[src/rtl/gf_pkg.sv]
package gf_pkg;

  // 2-bit per-pin filter strength
  typedef enum logic [1:0] {
    FLT_OFF   = 2'b00,
    FLT_SHORT = 2'b01,
    FLT_MID   = 2'b10,
    FLT_LONG  = 2'b11
  } flt_lvl_e;

  localparam int unsigned LVL_W     = 2;
  localparam int unsigned REJ_SHORT = 1;
  localparam int unsigned REJ_MID   = 3;
  localparam int unsigned REJ_LONG  = 8;
  localparam int unsigned CNT_W     = $clog2(REJ_LONG + 1);

  // longest synchronized pulse that a strength still rejects
  function automatic int unsigned reject_len(flt_lvl_e lvl);
    case (lvl)
      FLT_SHORT: return REJ_SHORT;
      FLT_MID:   return REJ_MID;
      FLT_LONG:  return REJ_LONG;
      default:   return 0;
    endcase
  endfunction

endpackage

[src/rtl/gf_sync.sv]
module gf_sync #(
  parameter int unsigned W      = 32,
  parameter int unsigned STAGES = 2
) (
  input  logic         clk,
  input  logic         rst,
  input  logic [W-1:0] d,
  output logic [W-1:0] q
);

  logic [W-1:0] stg [STAGES];

  always_ff @(posedge clk) begin
    if (rst) begin
      for (int i = 0; i < STAGES; i++) stg[i] <= '0;
    end else begin
      stg[0] <= d;
      for (int i = 1; i < STAGES; i++) stg[i] <= stg[i-1];
    end
  end

  assign q = stg[STAGES-1];

endmodule

[src/rtl/gf_cfg_decode.sv]
module gf_cfg_decode
  import gf_pkg::*;
#(
  parameter int unsigned NPINS = 32,
  localparam int unsigned HALF  = NPINS / 2,
  localparam int unsigned CFG_W = HALF * LVL_W
) (
  input  logic [CFG_W-1:0] cfg_lo,
  input  logic [CFG_W-1:0] cfg_hi,
  output flt_lvl_e         lvl [NPINS]
);

  for (genvar k = 0; k < HALF; k++) begin : g_field
    assign lvl[k]      = flt_lvl_e'(cfg_lo[k*LVL_W +: LVL_W]);
    assign lvl[HALF+k] = flt_lvl_e'(cfg_hi[k*LVL_W +: LVL_W]);
  end

endmodule

[src/rtl/gf_pin_filter.sv]
module gf_pin_filter
  import gf_pkg::*;
(
  input  logic             clk,
  input  logic             rst,
  input  logic             sync_in,
  input  flt_lvl_e         lvl,
  output logic             filt_out,
  output logic             lvl_chg,
  output logic [CNT_W-1:0] cnt,
  output logic [CNT_W-1:0] limit
);

  flt_lvl_e         lvl_q;
  logic [CNT_W-1:0] cnt_q;
  logic             out_q;
  logic             differs;
  logic             qualified;

  assign limit     = CNT_W'(reject_len(lvl));
  assign lvl_chg   = (lvl != lvl_q);
  assign differs   = (sync_in != out_q);
  assign qualified = differs && (cnt_q == limit);

  always_ff @(posedge clk) begin
    if (rst) begin
      lvl_q <= FLT_OFF;
      cnt_q <= '0;
      out_q <= 1'b0;
    end else begin
      lvl_q <= lvl;
      if (lvl_chg || !differs) begin
        cnt_q <= '0;
      end else if (qualified) begin
        out_q <= sync_in;
        cnt_q <= '0;
      end else begin
        cnt_q <= cnt_q + 1'b1;
      end
    end
  end

  assign filt_out = out_q;
  assign cnt      = cnt_q;

endmodule

[src/rtl/gf_input_conditioner.sv]
module gf_input_conditioner
  import gf_pkg::*;
#(
  parameter int unsigned NPINS       = 32,
  parameter int unsigned SYNC_STAGES = 2,
  localparam int unsigned HALF  = NPINS / 2,
  localparam int unsigned CFG_W = HALF * LVL_W
) (
  input  logic             clk,
  input  logic             rst,
  input  logic [NPINS-1:0] pin_raw,
  input  logic [CFG_W-1:0] cfg_lo,
  input  logic [CFG_W-1:0] cfg_hi,
  output logic [NPINS-1:0] pin_state
);

  logic [NPINS-1:0]       sync_q;
  logic [NPINS-1:0]       lvl_chg;
  logic [NPINS-1:0]       bypass_m;
  logic [NPINS*CNT_W-1:0] cnt_flat;
  logic [NPINS*CNT_W-1:0] lim_flat;
  flt_lvl_e               lvl [NPINS];

  gf_sync #(.W(NPINS), .STAGES(SYNC_STAGES)) u_sync (
    .clk (clk),
    .rst (rst),
    .d   (pin_raw),
    .q   (sync_q)
  );

  gf_cfg_decode #(.NPINS(NPINS)) u_dec (
    .cfg_lo (cfg_lo),
    .cfg_hi (cfg_hi),
    .lvl    (lvl)
  );

  for (genvar k = 0; k < NPINS; k++) begin : g_pin
    assign bypass_m[k] = (lvl[k] == FLT_OFF);
    gf_pin_filter u_flt (
      .clk      (clk),
      .rst      (rst),
      .sync_in  (sync_q[k]),
      .lvl      (lvl[k]),
      .filt_out (pin_state[k]),
      .lvl_chg  (lvl_chg[k]),
      .cnt      (cnt_flat[k*CNT_W +: CNT_W]),
      .limit    (lim_flat[k*CNT_W +: CNT_W])
    );
  end

endmodule

[config.mk]
export PLATFORM = sky130hd
export DESIGN_NAME = gf_input_conditioner
export DESIGN_NICKNAME = d
export VERILOG_FILES = /design/src/rtl/gf_pkg.sv /design/src/rtl/gf_sync.sv /design/src/rtl/gf_cfg_decode.sv /design/src/rtl/gf_pin_filter.sv /design/src/rtl/gf_input_conditioner.sv
export SDC_FILE = /design/constraint.sdc
export NUM_CORES = 1
export LEC_CHECK = 0
export ABC_AREA = 1
export ABC_CLOCK_PERIOD_IN_PS = 1300
export BUFFER_PORTS_ARGS = -buffer_cell sky130_fd_sc_hd__clkbuf_2
export CAP_MARGIN = 10
export CELL_PAD_IN_SITES_DETAIL_PLACEMENT = 0
export CELL_PAD_IN_SITES_GLOBAL_PLACEMENT = 1
export CORE_MARGIN = 3
export CORE_UTILIZATION = 39
export CTS_CLUSTER_SIZE = 10
export DETAILED_ROUTE_END_ITERATION = 6
export GPL_TIMING_DRIVEN = 1
export HOLD_SLACK_MARGIN = 0.08
export PLACE_DENSITY = 0.82
export SYNTH_ARGS = -nofsm -noshare
export SYNTH_HDL_FRONTEND = slang
export SYNTH_SLANG_ARGS = --single-unit
[constraint.sdc]
create_clock -name clk -period 1.3 [get_ports clk]
set_clock_uncertainty 0.15 [all_clocks]
set_input_delay 0.065 -clock clk [delete_from_list [all_inputs] [get_ports clk]]
set_output_delay 0.065 -clock clk [all_outputs]
set_load 0.03 [all_outputs]
==> impl_metrics.tcl <==
set metrics [dict create \
    fp-row-count 69 \
    synth_cell_types 22 \
    rsz0062_at_grt "true" \
    stdcell_area_um2 20700 \
    htree_levels 2 \
    worstPathMaxFanout 3 \
    viasPerCell 4.35 \
    p_per_area_nw_per_um2 992 \
    path_class "reg -> out" \
    drv_cap 0 \
    finalSetupViolations 9 \
    grt_remaining_overflow 0 \
    die_h_um 197 \
    drive_above_1_share_pct 27.4 \
    cts_tree "yes" \
    comb_power_share_pct 11.9 \
    worst_slew_pin_slew_ps 578 \
    syn_nets 2176 \
    clkLatencyLatePin_ps 510 \
    grt_pass1_vias 12300 \
    syn_to_final_growth_pct 46.3 \
    max-slew-margin-rel_pct 61.5 \
    grt_max_degree 52 \
    hold_viol 0 \
    dpl-instance-area_um2 15800 \
    netlist.top_cell.by_area "dfxtp_1" \
    fmax_ghz 0.755 \
    netSwitchingFraction_pct 24.1 \
    p_switching_w 0.00495 \
    wl_per_cell_um 11.1 \
    min_period_ps 1320 \
    intPower_w 0.0156 \
    ys_ff_latch 288 \
    drt-pass1-iter-count 5 \
    cts_made_buffers 36 \
    synth-seq-area-share_pct 40.7 \
    p_leak_nw 9.58 \
    wirelength_um 32300 \
    fin_nets 2618 \
    cp.arrival_ps 1110 \
    clk_pin_slew_ps 60 \
    violations "negative setup slack" \
    initial_core_util_pct 39.7 \
    power_frac_clock_pct 43.8 \
    dpl.hpwl_um 19200 \
    status "complete, but fails checks" \
    synth_top_area_share_pct 40.7 \
    synthCells 1982 \
    endpoint_kind "output port" \
    hold_class "in -> reg" \
    fillerInstances 3158 \
    antenna_found_initial 2 \
    grt_pass1_wl_um 53200 \
    port_buffers 129 \
    maxSlewViolCount 0 \
    synth_area_leaders "dfxtp_1, inv_1, nand2_1" \
    crit_required_ps 1090 \
    grt_usage_pct 16.0 \
    worstSetupStartpointType "flop" \
    syn_area_um2 14200 \
    cts.sinks 288 \
    synth_area_per_cell_um2 7.15 \
    coreArea_um2 35700 \
    drc_errors 0 \
    die_width_um 197 \
    clk_path_buf_depth 3 \
    ir_worst_vdd_uv 860 \
    yosysWarnings 0 \
    ant_nets 0 \
    io_pins 130 \
    setup_tns_ps -76.4 \
    fin_crit_sh_pct 102 \
    cts_root_buf "clkbuf_16" \
    fin_ws_ps -23.7 \
    pwr-share-seq_pct 44.3 \
    finalPower_w 0.0206 \
    drt_iter0_drc 309 \
    die-area_um2 38700 \
    gp_congestion 0.767 \
    vias 12600 \
]
## state kept, by name, indices dropped and copies added, names as in the netlist
register,cells
g_pin.u_flt.lvl_q,64
g_pin.u_flt.filt_out,32
u_sync.stg,64
g_pin.u_flt.cnt,128
## power groups by stage
| stage | logic, W | registers, W | clock network, W |
|---|---|---|---|
| 2_1_floorplan | 0.000982 | 0.00931 | 0 |
| 3_3_place_gp | 0.00159 | 0.00933 | 0 |
| 3_5_place_dp | 0.00162 | 0.00933 | 0 |
| 4_1_cts | 0.00219 | 0.00914 | 0.00935 |
| 5_1_grt | 0.00277 | 0.00914 | 0.00966 |
| 6_report | 0.00246 | 0.00912 | 0.00901 |
## cell usage after synthesis (all sizes together)
| cell | n |
|---|---|
| nor2 | 372 |
| xnor2 | 33 |
| nand3 | 135 |
| inv | 444 |
| xor2 | 65 |
| o21ai | 16 |
| or2 | 8 |
| nand3b | 1 |
| buf | 52 |
| dfxtp | 288 |
| o211ai | 23 |
| ha | 96 |
| nand2 | 386 |
| a21oi | 63 |
## cell families after synthesis
family                   share of synthesized area, %
XOR/XNOR                                         6.05
adder cells (fa/ha/maj)                          8.47
buffers and inverters                            14.3
flip-flops                                       40.7
AND/OR/NAND/NOR                                  25.8
AO/OA/AOI/OAI                                    4.75
## routing by layer
layer	up-vias	GRT usage, %	part of all wire, %
met5	-	0	0.053
met3	44	3.85	4.4
met1	5685	19.0	43
met4	2	4.04	1.7
met2	141	29.1	51
li1	6738	-	-
## cells in the final DEF, fill, tap and decap left out, types with 33 or more instances in the layout
cell / count
inv_1: 402
dfxtp_2: 84
xnor2_1: 33
nand3_1: 84
clkbuf_2: 94
nor2_2: 44
xor2_1: 64
dfxtp_1: 186
nand3_2: 43
nand2_2: 44
inv_2: 40
buf_4: 100
clkbuf_16: 38
ha_1: 85
dlygate4sd3_1: 212
nand2_1: 338
a21oi_1: 39
nor2_1: 298
## layout make-up
| class | count | area [um2] | area share [%] |
|---|---|---|---|
| Tap cell | 461 | 577 | 2.78 |
| Sequential cell | 288 | 5940 | 28.6 |
| Antenna cell | 1 | 2.50 | 0.0121 |
| Clock inverter | 4 | 27.5 | 0.133 |
| Multi-Input combinational cell | 1198 | 7470 | 36.0 |
| Timing Repair Buffer | 456 | 4050 | 19.5 |
| Inverter | 444 | 1670 | 8.05 |
| Clock buffer | 49 | 1010 | 4.87 |
## worst max-delay path: stages, from the launching register on
cell and delay [ps]:
dfxtp_2 330, buf_6 120, clkbuf_16 150
## repair_timing
action | 4_1_cts | 5_1_grt
hold buffers | 241 | 16
pin swaps | 2 | 142
hold endpoints to repair | 288 | 42
endpoints found under the setup margin | 46 | 199
setup buffers | 5 | 13
resized for setup | 104 | 406
## through the flow
step / std cells / setup WS, ps / hold WS (ps) / utilization (%)
after floorplan: 1982 / 99.5 / 22.0 / -
after global placement: 2612 / -100 / 107 / 44.2
after detailed placement: 2612 / -129 / 111 / 44.2
after CTS: 2910 / -63.1 / -120 / 54.9
after global routing: 2901 / -97.8 / 56.5 / 58.0
final: 2901 / -23.7 / 28.2 / 58.0
## worst paths after layout
| kind | from | cells after the start | to | slack (ps) |
|---|---|---|---|---|
| worst max-delay path | g_pin[13].u_flt.filt_out | 2 | pin_state[13] | -20 |
| worst min-delay path | cfg_hi[1] | 6 | g_pin[16].u_flt.filt_out | 30 |
| worst max register to register | g_pin[5].u_flt.cnt[1] | 5 | g_pin[5].u_flt.cnt[3] | -20 |
| worst min register to register | u_sync.stg[0][29] | 2 | u_sync.stg[0][61] | 240 |
No activity file was read; power rests on OpenSTA's default activity.
